<file path="src/rtl/lsb_pkg.sv">
package lsb_pkg;

    typedef enum logic [1:0] {
        SP_PERIPH = 2'd0,
        SP_LOCAL  = 2'd1,
        SP_SREG   = 2'd2,
        SP_RSVD   = 2'd3
    } space_e;

    typedef enum logic [1:0] {
        K_PLAIN  = 2'd0,
        K_LRES   = 2'd1,
        K_SCOND  = 2'd2,
        K_SPARE  = 2'd3
    } kind_e;

    typedef enum logic [2:0] {
        ST_IDLE  = 3'd0,
        ST_FWD   = 3'd1,
        ST_SHOW  = 3'd2,
        ST_LOCAL = 3'd3,
        ST_RESP  = 3'd4
    } state_e;

    typedef struct packed {
        logic   ext;
        logic   write;
        space_e space;
        kind_e  kind;
    } ctl_t;

endpackage

</file>
<file path="src/rtl/lsb_regs.sv">
module lsb_regs #(
    parameter int DW = 16
) (
    input  logic          clk,
    input  logic          hard_rst_n,
    input  logic          we,
    input  logic          sel,
    input  logic          wbit,
    input  logic [DW-1:0] pb_cfg_word,
    output logic          show_en,
    output logic [DW-1:0] rdata,
    output logic [DW-1:0] lb_cfg_word
);

    logic          show_q;
    logic [DW-1:0] cfg_q;

    // Only hard reset touches these; soft reset leaves them alone.
    always_ff @(posedge clk) begin
        if (!hard_rst_n) begin
            show_q <= 1'b0;
            cfg_q  <= pb_cfg_word;
        end else if (we && !sel) begin
            show_q <= wbit;
        end
    end

    always_comb begin
        show_en     = show_q;
        rdata       = sel ? cfg_q : {{(DW-1){1'b0}}, show_q};
        lb_cfg_word = hard_rst_n ? cfg_q : pb_cfg_word;
    end

    assert_cfg_readonly_R9: assert property (@(posedge clk) disable iff (!hard_rst_n)
        (we && sel) |=> $stable(cfg_q));

endmodule

</file>
<file path="src/rtl/lsb_resv.sv">
module lsb_resv #(
    parameter int AW   = 16,
    parameter int NSRC = 3
) (
    input  logic          clk,
    input  logic          hard_rst_n,
    input  logic          soft_rst_n,
    input  logic          set_en,
    input  logic [AW-1:0] set_addr,
    input  logic          sc_done,
    input  logic          snp_valid [NSRC],
    input  logic          snp_write [NSRC],
    input  logic [AW-1:0] snp_addr  [NSRC],
    input  logic [AW-1:0] chk_addr,
    output logic          resv_flag,
    output logic          sc_hit
);

    logic            held_q;
    logic [AW-1:0]   addr_q;
    logic [AW-1:0]   eff_addr;
    logic [NSRC-1:0] kill;

    assign eff_addr = set_en ? set_addr : addr_q;

    for (genvar i = 0; i < NSRC; i++) begin : g_src
        assign kill[i] = snp_valid[i] && snp_write[i] && (snp_addr[i] == eff_addr);

        assert_snoop_kill_R5: assert property (@(posedge clk)
            disable iff (!hard_rst_n || !soft_rst_n)
            (held_q && !set_en && snp_valid[i] && snp_write[i] && snp_addr[i] == addr_q)
            |=> !resv_flag);
    end

    always_ff @(posedge clk) begin
        if (!hard_rst_n || !soft_rst_n) begin
            held_q <= 1'b0;
            addr_q <= '0;
        end else begin
            if (set_en) begin
                held_q <= 1'b1;
                addr_q <= set_addr;
            end
            if (sc_done || (|kill)) begin
                held_q <= 1'b0;
            end
        end
    end

    assign resv_flag = held_q;
    assign sc_hit    = held_q && (addr_q == chk_addr);

endmodule

</file>
<file path="src/rtl/lsb_fsm.sv">
module lsb_fsm
    import lsb_pkg::*;
#(
    parameter int AW = 16,
    parameter int DW = 16
) (
    input  logic          clk,
    input  logic          hard_rst_n,
    input  logic          soft_rst_n,
    input  logic          in_valid,
    input  ctl_t          in_ctl,
    input  logic [AW-1:0] in_addr,
    input  logic [DW-1:0] in_wdata,
    input  logic          in_viol,
    output logic          in_ready,
    input  logic          show_en,
    input  logic          cont_bit,
    input  logic          sc_hit,
    input  logic [DW-1:0] reg_rdata,
    output logic          reg_we,
    output logic          pb_valid,
    input  logic          pb_ready,
    output logic          pb_write,
    output logic          pb_show,
    output logic [AW-1:0] pb_addr,
    output logic [DW-1:0] pb_wdata,
    input  logic [DW-1:0] pb_rdata,
    output logic          ls_valid,
    input  logic          ls_ready,
    output logic          ls_write,
    output logic [AW-1:0] ls_addr,
    output logic [DW-1:0] ls_wdata,
    input  logic [DW-1:0] ls_rdata,
    output logic          r_valid,
    output logic          r_error,
    output logic          r_sc_ok,
    output logic [DW-1:0] r_rdata,
    output logic          resv_set,
    output logic          resv_sc,
    output logic          ext_store
);

    state_e        state_q, state_d;
    ctl_t          ctl_q;
    logic [AW-1:0] addr_q;
    logic [DW-1:0] wdata_q, rdata_q;
    logic          err_q, sc_q;
    logic          take, fault_in, sc_req_in, rst_any;

    assign rst_any   = !hard_rst_n || !soft_rst_n;
    assign take      = (state_q == ST_IDLE) && in_valid;
    assign sc_req_in = (in_ctl.kind == K_SCOND) && in_ctl.write;
    assign fault_in  = ((in_ctl.space == SP_PERIPH) && !in_ctl.ext && in_viol)
                    || (in_ctl.space == SP_RSVD)
                    || ((in_ctl.space == SP_SREG) && in_ctl.ext && cont_bit);

    // Next-state decode
    always_comb begin
        state_d = state_q;
        unique case (state_q)
            ST_IDLE: begin
                if (in_valid) begin
                    unique case (in_ctl.space)
                        SP_PERIPH: state_d = (fault_in || (sc_req_in && !sc_hit)) ? ST_RESP : ST_FWD;
                        SP_LOCAL:  state_d = in_ctl.ext ? ST_LOCAL : (show_en ? ST_SHOW : ST_RESP);
                        default:   state_d = ST_RESP;
                    endcase
                end
            end
            ST_FWD:   if (pb_ready) state_d = ST_RESP;
            ST_SHOW:  if (pb_ready) state_d = ST_RESP;
            ST_LOCAL: if (ls_ready) state_d = ST_RESP;
            ST_RESP:  state_d = ST_IDLE;
            default:  state_d = ST_IDLE;
        endcase
    end

    // State register
    always_ff @(posedge clk) begin
        if (rst_any) state_q <= ST_IDLE;
        else         state_q <= state_d;
    end

    // Request and response holding registers
    always_ff @(posedge clk) begin
        if (rst_any) begin
            ctl_q   <= '0;
            addr_q  <= '0;
            wdata_q <= '0;
            rdata_q <= '0;
            err_q   <= 1'b0;
            sc_q    <= 1'b0;
        end else begin
            if (take) begin
                ctl_q   <= in_ctl;
                addr_q  <= in_addr;
                wdata_q <= in_wdata;
                err_q   <= fault_in;
                sc_q    <= 1'b0;
                rdata_q <= (in_ctl.space == SP_SREG && !in_ctl.write && !fault_in) ? reg_rdata : '0;
            end
            if (state_q == ST_FWD && pb_ready) begin
                if (!ctl_q.write) rdata_q <= pb_rdata;
                if (ctl_q.write && ctl_q.kind == K_SCOND) sc_q <= 1'b1;
            end
            if (state_q == ST_LOCAL && ls_ready && !ctl_q.write) begin
                rdata_q <= ls_rdata;
            end
        end
    end

    // Outputs
    always_comb begin
        in_ready  = (state_q == ST_IDLE);
        pb_valid  = (state_q == ST_FWD) || (state_q == ST_SHOW);
        pb_show   = (state_q == ST_SHOW);
        pb_write  = ctl_q.write;
        pb_addr   = addr_q;
        pb_wdata  = wdata_q;
        ls_valid  = (state_q == ST_LOCAL);
        ls_write  = ctl_q.write;
        ls_addr   = addr_q;
        ls_wdata  = wdata_q;
        r_valid   = (state_q == ST_RESP);
        r_error   = err_q;
        r_sc_ok   = sc_q;
        r_rdata   = rdata_q;
        reg_we    = take && (in_ctl.space == SP_SREG) && in_ctl.write && !fault_in;
        resv_set  = (state_q == ST_FWD) && pb_ready && !ctl_q.ext
                 && (ctl_q.kind == K_LRES) && !ctl_q.write;
        resv_sc   = (state_q == ST_FWD) && pb_ready && (ctl_q.kind == K_SCOND) && ctl_q.write;
        ext_store = (state_q == ST_FWD) && pb_ready && ctl_q.ext && ctl_q.write;
    end

    assert_viol_blocked_R2: assert property (@(posedge clk) disable iff (rst_any)
        (take && in_ctl.space == SP_PERIPH && !in_ctl.ext && in_viol)
        |=> (r_valid && r_error && !pb_valid));

    assert_pb_hold_R1: assert property (@(posedge clk) disable iff (rst_any)
        (pb_valid && !pb_ready) |=> (pb_valid && $stable(pb_addr) && $stable(pb_write)));

    assert_sreg_locked_R11: assert property (@(posedge clk) disable iff (rst_any)
        (take && in_ctl.ext && in_ctl.space == SP_SREG && cont_bit) |=> (r_valid && r_error));

    assert_soft_idle_R8: assert property (@(posedge clk) disable iff (!hard_rst_n)
        (!soft_rst_n) |=> (!pb_valid && !ls_valid && !r_valid));

    assert_busy_R12: assert property (@(posedge clk) disable iff (rst_any)
        r_valid |=> !r_valid);

endmodule

</file>
<file path="src/rtl/lsb_bridge.sv">
module lsb_bridge
    import lsb_pkg::*;
#(
    parameter int AW = 16,
    parameter int DW = 16
) (
    input  logic          clk,
    input  logic          hard_rst_n,
    input  logic          soft_rst_n,
    output logic          lb_hard_rst_n,
    output logic          lb_soft_rst_n,
    input  logic [DW-1:0] pb_cfg_word,
    output logic [DW-1:0] lb_cfg_word,
    input  logic          periph_mode,
    input  logic          cont_bit,
    input  logic          lq_valid,
    output logic          lq_ready,
    input  logic          lq_write,
    input  logic [1:0]    lq_space,
    input  logic [1:0]    lq_kind,
    input  logic [AW-1:0] lq_addr,
    input  logic [DW-1:0] lq_wdata,
    input  logic          prot_viol,
    input  logic          xq_valid,
    output logic          xq_ready,
    input  logic          xq_write,
    input  logic [1:0]    xq_space,
    input  logic [AW-1:0] xq_addr,
    input  logic [DW-1:0] xq_wdata,
    output logic          r_valid,
    output logic          r_error,
    output logic          r_sc_ok,
    output logic [DW-1:0] r_rdata,
    output logic          resv_flag,
    output logic          pb_valid,
    input  logic          pb_ready,
    output logic          pb_write,
    output logic          pb_show,
    output logic [AW-1:0] pb_addr,
    output logic [DW-1:0] pb_wdata,
    input  logic [DW-1:0] pb_rdata,
    input  logic          pb_snp_valid,
    input  logic          pb_snp_write,
    input  logic [AW-1:0] pb_snp_addr,
    input  logic          lb_snp_valid,
    input  logic          lb_snp_write,
    input  logic [AW-1:0] lb_snp_addr,
    output logic          ls_valid,
    input  logic          ls_ready,
    output logic          ls_write,
    output logic [AW-1:0] ls_addr,
    output logic [DW-1:0] ls_wdata,
    input  logic [DW-1:0] ls_rdata
);

    localparam int NSRC = 3;

    ctl_t          in_ctl;
    logic          in_valid, in_ready, in_viol;
    logic [AW-1:0] in_addr;
    logic [DW-1:0] in_wdata;
    logic          show_en, reg_we, sc_hit;
    logic          resv_set, resv_sc, ext_store;
    logic [DW-1:0] reg_rdata;
    logic          snp_v [NSRC];
    logic          snp_w [NSRC];
    logic [AW-1:0] snp_a [NSRC];

    assign lb_hard_rst_n = hard_rst_n;
    assign lb_soft_rst_n = soft_rst_n;

    // Request source select: processor normally, external master in peripheral mode
    assign in_valid     = periph_mode ? xq_valid : lq_valid;
    assign in_ctl.ext   = periph_mode;
    assign in_ctl.write = periph_mode ? xq_write : lq_write;
    assign in_ctl.space = space_e'(periph_mode ? xq_space : lq_space);
    assign in_ctl.kind  = periph_mode ? K_PLAIN : kind_e'(lq_kind);
    assign in_addr      = periph_mode ? xq_addr : lq_addr;
    assign in_wdata     = periph_mode ? xq_wdata : lq_wdata;
    assign in_viol      = !periph_mode && prot_viol;
    assign lq_ready     = in_ready && !periph_mode;
    assign xq_ready     = in_ready && periph_mode;

    // Store sources that cancel the reservation
    assign snp_v[0] = pb_snp_valid;
    assign snp_w[0] = pb_snp_write;
    assign snp_a[0] = pb_snp_addr;
    assign snp_v[1] = lb_snp_valid;
    assign snp_w[1] = lb_snp_write;
    assign snp_a[1] = lb_snp_addr;
    assign snp_v[2] = ext_store;
    assign snp_w[2] = 1'b1;
    assign snp_a[2] = pb_addr;

    lsb_regs #(.DW(DW)) u_regs (
        .clk         (clk),
        .hard_rst_n  (hard_rst_n),
        .we          (reg_we),
        .sel         (in_addr[0]),
        .wbit        (in_wdata[0]),
        .pb_cfg_word (pb_cfg_word),
        .show_en     (show_en),
        .rdata       (reg_rdata),
        .lb_cfg_word (lb_cfg_word)
    );

    lsb_resv #(.AW(AW), .NSRC(NSRC)) u_resv (
        .clk        (clk),
        .hard_rst_n (hard_rst_n),
        .soft_rst_n (soft_rst_n),
        .set_en     (resv_set),
        .set_addr   (pb_addr),
        .sc_done    (resv_sc),
        .snp_valid  (snp_v),
        .snp_write  (snp_w),
        .snp_addr   (snp_a),
        .chk_addr   (in_addr),
        .resv_flag  (resv_flag),
        .sc_hit     (sc_hit)
    );

    lsb_fsm #(.AW(AW), .DW(DW)) u_fsm (
        .clk        (clk),
        .hard_rst_n (hard_rst_n),
        .soft_rst_n (soft_rst_n),
        .in_valid   (in_valid),
        .in_ctl     (in_ctl),
        .in_addr    (in_addr),
        .in_wdata   (in_wdata),
        .in_viol    (in_viol),
        .in_ready   (in_ready),
        .show_en    (show_en),
        .cont_bit   (cont_bit),
        .sc_hit     (sc_hit),
        .reg_rdata  (reg_rdata),
        .reg_we     (reg_we),
        .pb_valid   (pb_valid),
        .pb_ready   (pb_ready),
        .pb_write   (pb_write),
        .pb_show    (pb_show),
        .pb_addr    (pb_addr),
        .pb_wdata   (pb_wdata),
        .pb_rdata   (pb_rdata),
        .ls_valid   (ls_valid),
        .ls_ready   (ls_ready),
        .ls_write   (ls_write),
        .ls_addr    (ls_addr),
        .ls_wdata   (ls_wdata),
        .ls_rdata   (ls_rdata),
        .r_valid    (r_valid),
        .r_error    (r_error),
        .r_sc_ok    (r_sc_ok),
        .r_rdata    (r_rdata),
        .resv_set   (resv_set),
        .resv_sc    (resv_sc),
        .ext_store  (ext_store)
    );

endmodule

</file>
<file path="config.mk">
export PLATFORM = sky130hd
export DESIGN_NAME = lsb_bridge
export DESIGN_NICKNAME = d
export VERILOG_FILES = /design/src/rtl/lsb_pkg.sv /design/src/rtl/lsb_regs.sv /design/src/rtl/lsb_resv.sv /design/src/rtl/lsb_fsm.sv /design/src/rtl/lsb_bridge.sv
export SDC_FILE = /design/constraint.sdc
export NUM_CORES = 1
export LEC_CHECK = 0
export ABC_AREA = 1
export BUFFER_PORTS_ARGS = -buffer_cell sky130_fd_sc_hd__buf_2
export CORE_ASPECT_RATIO = 0.9
export CORE_MARGIN = 3
export CORE_UTILIZATION = 25
export CTS_BUF_LIST = sky130_fd_sc_hd__clkbuf_2 sky130_fd_sc_hd__clkbuf_4 sky130_fd_sc_hd__clkbuf_8
export DETAILED_ROUTE_END_ITERATION = 8
export MAX_ROUTING_LAYER = met4
export SLEW_MARGIN = 20
export SYNTH_ARGS = -nofsm -noshare
export SYNTH_HDL_FRONTEND = slang
export SYNTH_HIERARCHICAL = 1
export SYNTH_SLANG_ARGS = --single-unit
</file>
<file path="constraint.sdc">
create_clock -name clk -period 3 [get_ports clk]
set_clock_uncertainty 0.2 [all_clocks]
set_input_delay 0.9 -clock clk [delete_from_list [all_inputs] [get_ports clk]]
set_output_delay 0.9 -clock clk [all_outputs]
set_load 0.01 [all_outputs]
</file>
# Yosys cells after proc, flatten, opt, wreduce, memory -nomap -nowiden
# Cells that the tools add are included.
[word_totals]
ff_bits = 91
input_bits = 166
word_cells = 109
out_inout_bits = 109
[classes]
n_reduce_logical = 54
muxes = 25
n_eq_ne = 17
[op_table]
columns = ["op", "count"]
rows = [
  ["16-bit two-way mux", 10],
  ["16-bit equality test", 4],
  ["1-bit logical AND", 33],
  ["3-bit two-way mux", 6],
  ["1-bit logical NOT", 9],
  ["3-bit case mux with 3 select lines", 1],
  ["2-bit equality test, second input constant", 4],
  ["3-bit by 2-bit equality test with 1-bit output, second input constant", 2],
  ["1-bit logical OR", 6],
  ["2-bit by 1-bit inequality test with 1-bit output, second input constant", 3],
  ["3-bit case mux with 2 select lines", 1],
  ["1-bit two-way mux", 5],
  ["2-bit by 1-bit equality test with 1-bit output, second input constant", 2],
  ["2-bit two-way mux", 2],
  ["2-bit OR reduction", 2],
  ["3-bit by 1-bit equality test with 1-bit output, second input constant", 1],
  ["3-bit equality test, second input constant", 1],
  ["3-bit logical NOT", 1],
  ["3-bit AND reduction", 1],
  ["3-bit OR reduction", 1],
  ["2-bit logical NOT", 1],
]

# Depth between registers and ports, before layout
# Gate-level depths: netlist (run 1).
[depth]
word_depth = 13
ltp_mapped = 18

# By module
# Netlist (run 1), hierarchy kept.
[by_module_without_submodules]
columns = ["module", "cells_each", "instances", "area_per_inst_um2", "seq_area_each_um2"]
rows = [
  ["lsb_fsm", 465, 1, 3015.4, 1141.1],
  ["lsb_resv", 363, 1, 1960.6, 340.3],
  ["lsb_regs", 109, 1, 724.4, 340.3],
  ["lsb_bridge", 130, 1, 585.6, 0.0],
]

# Worst setup path after synthesis (run 1)
# Ideal clock, no wire load.
[synth_timing]
path_kind = "input port to flip-flop"
from = "in pb_ready"
to = "reg u_resv.held_q, in the netlist u_resv/resv_flag"
slack_ns = 0.213
setup_ns = 0.110
stages = 13
t_required_ns = 2.690
path_buffers = 3
arrival_time_ns = 2.476
cell_sequence = "nand4_2 > buf_2 > nor4_1 > buf_6 > buf_12 > nand2_2 > nand2_2 > xor2_1 > nand2_1 > nor2_1 > nand3_1 > nand2_1 > nor2_1"
[synth_via]
elab_chain_cells = 10
elab_cells_between_ends = 18
[synth_rtl]
columns = ["item", "line", "source"]
rows = [
  ["start: declaration", "lsb_bridge.sv:36", "input logic pb_ready,"],
  ["1-bit logical AND * (2 in series)", "lsb_fsm.sv:129", "resv_set = (state_q == ST_FWD) && pb_ready && !ctl_q.ext"],
  ["1-bit logical AND * (2 in series)", "lsb_fsm.sv:130", "&& (ctl_q.kind == K_LRES) && !ctl_q.write;"],
  ["net resv_set", "lsb_bridge.sv:63", "logic resv_set, resv_sc, ext_store;"],
  ["16-bit two-way mux", "n/a", ""],
  ["16-bit equality test", "lsb_resv.sv:27", "assign kill[i] = snp_valid[i] && snp_write[i] && (snp_addr[i] == eff_addr);"],
  ["1-bit logical AND", "lsb_resv.sv:27", ""],
  ["3-bit OR reduction", "lsb_resv.sv:44", "if (sc_done || (|kill)) begin"],
  ["1-bit logical OR", "lsb_resv.sv:44", ""],
  ["2-bit OR reduction (no line)", "n/a", ""],
  ["end signal: assignment", "lsb_resv.sv:37", "held_q <= 1'b0;"],
  ["end signal: assignment", "lsb_resv.sv:41", "held_q <= 1'b1;"],
  ["end signal: assignment", "lsb_resv.sv:45", "held_q <= 1'b0;"],
  ["end: declaration", "lsb_resv.sv:19", "logic held_q;"],
]
# The timed path passes the listed nets; every way through them passes the cells marked *.
# A chain may end at the register's enable or synchronous reset.

# Final worst setup path (run 1)
[layout_timing]
from = "in hard_rst_n"
to = "out lb_cfg_word[2]"
[layout_via]
elab_chain_cells = 1
[layout_rtl]
columns = ["item", "line", "source"]
rows = [
  ["start: declaration", "lsb_bridge.sv:8", "input logic hard_rst_n,"],
  ["16-bit two-way mux", "lsb_regs.sv:31", "lb_cfg_word = hard_rst_n ? cfg_q : pb_cfg_word;"],
  ["end: declaration", "lsb_bridge.sv:13", "output logic [DW-1:0] lb_cfg_word,"],
]
# No other way between the ends.

==> results.json, run 1 <==
{
  "fin_nets": 1466,
  "outcome": "completed",
  "grt_pass1_vias": 6542,
  "rows": 54,
  "maxSlewHeadroom": 0.659,
  "root_buffer": "clkbuf_8",
  "path_class": "in2out",
  "drt_first_pass_iters": 5,
  "routedWlPerCell_um": 14.0,
  "grt_antenna_before_repair": 1,
  "cpMostUsedCell": "buf_2",
  "grt_pass1_wl_um": 35400,
  "synth.distinct_cells": 38,
  "ctsHoldBuffers": 0,
  "cp.arrival_ns": 1.67,
  "avgViaCountPerCell": 4.33,
  "seq_area_frac_synth": 0.290,
  "vias": 7105,
  "syn_area_um2": 6290,
  "die-height_um": 156,
  "wl_um": 23000,
  "synthFlopType": "dfxtp_1",
  "powerDensity_nw_per_um2": 379,
  "io_buffers": 274,
  "worstPathRequired_ns": 1.90,
  "hp-class": "reg2reg",
  "async_flop_share": 0,
  "ys_top_cells_by_count": "nand2_1 (433), inv_1 (125), nor2_1 (95), dfxtp_1 (91), a21oi_1 (63)",
  "path_cells": "buf_2 > buf_12 > o21ai_0 > buf_2",
  "synth.most_common_cell": "nand2_1",
  "initial_core_util": 0.257,
  "io-pin-count": 275,
  "grt_max_degree": 40,
  "core_um2": 24500,
  "critPathLaunch": "hard_rst_n",
  "die_x_um": 173,
  "synth.largest_area_cell": "dfxtp_1",
  "rsz0062_at_grt": "no",
  "critPathBufInv": 3,
  "post-dp-hpwl_um": 18600,
  "cp-end-kind": "output pin",
  "place_area_um2": 7750,
  "reg2reg_from": "u_fsm/state_q[1]",
  "synth_nets": 1233,
  "ys_ff_latch": 91,
  "cpPeakStageDelay_ns": 0.30,
  "cp_top_family": "buffers and inverters",
  "drv_cap": 0,
  "h-tree-depth": 3,
  "fmax_mhz": 361,
  "finalHoldViolations": 0,
  "drv_slew": 0,
  "synth-warning-count": 6,
  "grtUsageTotal": 0.170,
  "drtAntennaViolNets": 0,
  "overflow": 0,
  "drt_iter0_markers": 459,
  "stdcell_count": 1642,
  "clockBufferDepth": 2,
  "period_minus_slack_ns": 2.77,
  "drive_gt1_frac": 0.277,
  "fin_tns_setup_ns": 0,
  "tritoncts": "yes",
  "cts.sinks": 91,
  "drc": 0,
  "dp_cells": 1625,
  "worst-path-max-fanout": 36,
  "vdd_ir_drop_max_mv": 0.237,
  "clkTransAtPathRegs_ns": 0.09,
  "synth.avg_cell_area_um2": 5.89,
  "post_cts_buffers": 0,
  "postSynthCellCount": 1067,
  "synth-edff-count": 0,
  "worstSkewPairLatency_ns": 0.39,
  "cts.repair.resized": 0,
  "cp_slowest_cell": "o21ai_0",
  "gp_congestion": 0.894,
  "power_mw": 3.02,
  "synth_top_area_share": 0.290,
  "numCtsBuffers": 9,
  "leakage_nw": 4.27,
  "yosys-top-cells-area": "dfxtp_1 (29%), nand2_1 (26%), inv_1 (7.5%), nor2_1 (5.7%), buf_4 (5.6%)",
  "period_share": 0.924,
  "dieArea_um2": 27100,
  "synthToLayoutAreaGrowth_pct": 27.0,
  "worstMarginPinSlew_ns": 0.511,
  "cp-start-kind": "input pin",
  "final_util": 0.326,
  "setup_viol": 0,
  "worstHoldStart": "u_fsm/r_sc_ok",
  "finalInstanceArea_um2": 7980
}
## worst paths after layout
| check | to | slack (ns) | depth (start not counted) |
|---|---|---|---|
| max | lb_cfg_word[2] | 0.23 | 4 |
| min | u_fsm/r_sc_ok | 0.27 | 2 |
| max reg2reg | u_resv/resv_flag | 0.67 | 15 |
| min reg2reg | u_fsm/r_sc_ok | 0.27 | 2 |
## worst min-delay path: stages, from the launching register on
cell     delay [ns]
dfxtp_1        0.32
nand2_1        0.06
a21oi_1        0.06
## state kept, by name (all words and copies together) (netlist names)
signal	count
u_resv/addr_q	16
u_fsm/state_q	3
u_fsm/r_sc_ok	1
u_fsm/ls_addr	16
u_fsm/ls_wdata	16
u_fsm/ls_write	1
u_resv/resv_flag	1
u_fsm/r_error	1
u_regs/show_en	1
u_fsm/ctl_q	3
u_fsm/r_rdata	16
u_regs/cfg_q	16
## where the power goes
group	leakage, nW	switching (mW)	internal (mW)
registers	0.742	0.0484	1.26
logic	3.41	0.439	0.286
clock network	0.114	0.493	0.502
total	4.27	0.980	2.04
## layer usage
metal | vias to the layer above | routed length [µm] | GRT usage
li1 | 3707 | - | -
met1 | 3091 | 10300 | 0.215
met2 | 295 | 10600 | 0.278
met3 | 12 | 1900 | 0.0434
met4 | 0 | 222 | 0.0324
met5 | - | 0 | -
## stage by stage
stage | hold slack [ns] | setup WS [ns]
6_report | 0.272 | 0.228
5_1_grt | 0.312 | 0.146
4_1_cts | 0.279 | 0.220
3_3_place_gp | 0.258 | 0.0244
3_5_place_dp | 0.263 | -0.0205
2_1_floorplan | 0.245 | 0.213
## kinds of logic (layout without fill, tap and decap cells)
logic type / Yosys count / after routing / share of synthesized area
buffers and inverters: 210 / 448 / 0.173
DFF: 91 / 91 / 0.290
other: 1 / 2 / 0.000597
and+or+nand+nor: 638 / 638 / 0.423
xor gates and xnor gates: 12 / 12 / 0.0167
AOI/OAI and AO/OA: 115 / 115 / 0.0963
## layout make-up
class	instances	area, µm²
antenna	1	2.50
clock buffer	10	138
clock inverter	6	93.8
fill	2825	16500
inverter	132	503
multi-input combinational	766	3380
sequential	91	1820
tap	336	420
timing repair buffer	300	1620
## placed cells by master (no fill, tap or decap), types with 3 or more instances in the layout
master    synthesis  routed
a21oi_1          63      63
buf_12            3       4
buf_2            12     274
buf_4            47      22
clkbuf_8          0      10
dfxtp_1          91      91
inv_1           125     125
inv_2             5       5
inv_6             0       3
nand2_1         433     432
nand2_2          25      26
nand3_1          36      36
nand3b_1         13      13
nand4_1          16      16
nor2_1           95      95
nor2_2            3       3
nor3_1            5       5
o21ai_0          40      40
o22ai_1           3       3
or2_2             4       4
xnor2_1          10      10
(Power assumes the default switching activity.)
==> run 2: changes to the inputs <==
BUFFER_PORTS_ARGS = default   (was -buffer_cell sky130_fd_sc_hd__buf_2)
DONT_BUFFER_PORTS = 1   (was default)
==> run 2 against run 1 <==
  * Utilization down 6.2 points
  * Final area fell by 19%
  * Power is 12% lower
  * Largest power group unchanged
  * Highest routed layer unchanged
==> results.json, run 2 (synthesis gave the netlist of run 1 again) <==
{
  "drtAntennaViolNets": 0,
  "final_common_cell": "nand2_1",
  "worst-path-max-fanout": 17,
  "finalHoldViolations": 0,
  "rsz0062_at_grt": "no",
  "setup_viol": 0,
  "cp-end-kind": "output pin",
  "dp_cells": 1342,
  "worstHoldStart": "u_fsm/ctl_q[5]",
  "cts.repair.resized": 0,
  "io_buffers": 0,
  "worstPathRequired_ns": 1.90,
  "synthToLayoutAreaGrowth_pct": 2.93,
  "drt_iter0_markers": 402,
  "initial_core_util": 0.257,
  "drt_first_pass_iters": 5,
  "drive_gt1_frac": 0.0773,
  "vdd_ir_drop_max_mv": 0.195,
  "routedWlPerCell_um": 15.7,
  "place_worst_setup_slack_ns": 0.0679,
  "p_sw_frac": 0.346,
  "clockPowerShare": 0.310,
  "clockBufferDepth": 2,
  "post_cts_buffers": 0,
  "whs_ns": 0.298,
  "overflow": 0,
  "period_share": 0.856,
  "fin_nets": 1183,
  "p_switching_mw": 0.919,
  "die-height_um": 156,
  "tritoncts": "yes",
  "cp-start-kind": "flip-flop",
  "stdcell_count": 1360,
  "cts.sinks": 91,
  "io-pin-count": 275,
  "ctsHoldBuffers": 0,
  "timing.final.ws_setup_ns": 0.432,
  "h-tree-depth": 3,
  "leakage_nw": 2.98,
  "grtUsageTotal": 0.156,
  "most-common-layout-cells": "nand2_1 (432), inv_1 (125), nor2_1 (95)",
  "worstRegToRegCells": 15,
  "combinationalPowerShare": 0.189,
  "path_class": "reg2out",
  "outcome": "completed",
  "fin_tns_setup_ns": 0,
  "hold_depth": 2,
  "p_seq_frac": 0.501,
  "grt_antenna_before_repair": 1,
  "dieArea_um2": 27100,
  "grt_pass1_vias": 5615,
  "timing.reg2reg.setup_slack_ns": 0.58,
  "root_buffer": "clkbuf_8",
  "vias": 6168,
  "drv_cap": 0,
  "power_mw": 2.66,
  "clkTransAtPathRegs_ns": 0.10,
  "worstSkewPairLatency_ns": 0.37,
  "drc": 0,
  "drv_slew": 0,
  "p_int_mw": 1.74,
  "numCtsBuffers": 9,
  "r2r-end": "u_resv/resv_flag",
  "whs_endpoint": "u_fsm/ctl_q[5]",
  "grt_max_degree": 48,
  "cp.arrival_ns": 1.47,
  "reg2reg_from": "u_fsm/state_q[1]",
  "core_um2": 24500,
  "grt_pass1_wl_um": 31800,
  "post-dp-hpwl_um": 16900,
  "hp-class": "reg2reg",
  "powerDensity_nw_per_um2": 410,
  "wl_um": 21400,
  "gp_congestion": 0.900,
  "worstMarginPinSlew_ns": 0.524,
  "avgViaCountPerCell": 4.54,
  "maxSlewHeadroom": 0.647,
  "die_x_um": 173,
  "rows": 54,
  "fmax_mhz": 389,
  "period_minus_slack_ns": 2.57
}
[run 2: cell count changes in the layout (fill, tap and decap cells not counted), sizes merged]
cell    change
buf       -283
clkbuf      -1
inv         +1
clkinv      +2
diode       +1
bufinv      -2
[run 2: worst max-delay path, cell delays in order (launching register included)]
cell and delay (ns):
dfxtp_1 0.36, inv_2 0.23, nand2_1 0.16, o21ai_0 0.18, buf_4 0.17
[run 2: cell type report]
class                      instances  area [µm²]
fill                            2831       18000
multi-input combinational        766        3380
sequential                        91        1820
inverter                         132         503
tap                              336         420
timing repair buffer              17         153
clock buffer                       9         124
clock inverter                     7        58.8
antenna                            2        5.00
[run 2: worst max path at each step]
stage                                start               end  slack, ns  cells after the start
final                     u_fsm/state_q[2]          pb_valid       0.43                      4
after global routing           periph_mode  u_fsm/state_q[0]       0.22                     16
after floorplan                   pb_ready  u_resv/resv_flag       0.21                     13
after detailed placement       periph_mode  u_fsm/state_q[0]       0.07                     13
after global placement         periph_mode  u_fsm/state_q[2]       0.11                     14
after CTS                 u_fsm/state_q[0]          lq_ready       0.36                      5
[run 2: layer usage]
layer | track usage | wire (µm) | up-vias
met5 | - | 0 | -
met4 | 0.0309 | 252 | 0
met3 | 0.0611 | 2390 | 19
met2 | 0.254 | 9790 | 252
met1 | 0.185 | 8940 | 2747
li1 | - | - | 3150
[run 2: through the flow]
stage	area, µm²	util
2_1_floorplan	6290	-
3_3_place_gp	6280	0.257
3_5_place_dp	6280	0.257
4_1_cts	6460	0.264
5_1_grt	6470	0.264
6_report	6470	0.265
[run 2: power by group through the flow]
stage | clock network [mW] | logic, mW | registers [mW]
floorplan | 0 | 0.444 | 1.32
detailed placement | 0 | 0.509 | 1.36
global route | 0.910 | 0.576 | 1.34
finish | 0.824 | 0.502 | 1.33
global placement | 0 | 0.506 | 1.36
CTS | 0.877 | 0.510 | 1.33
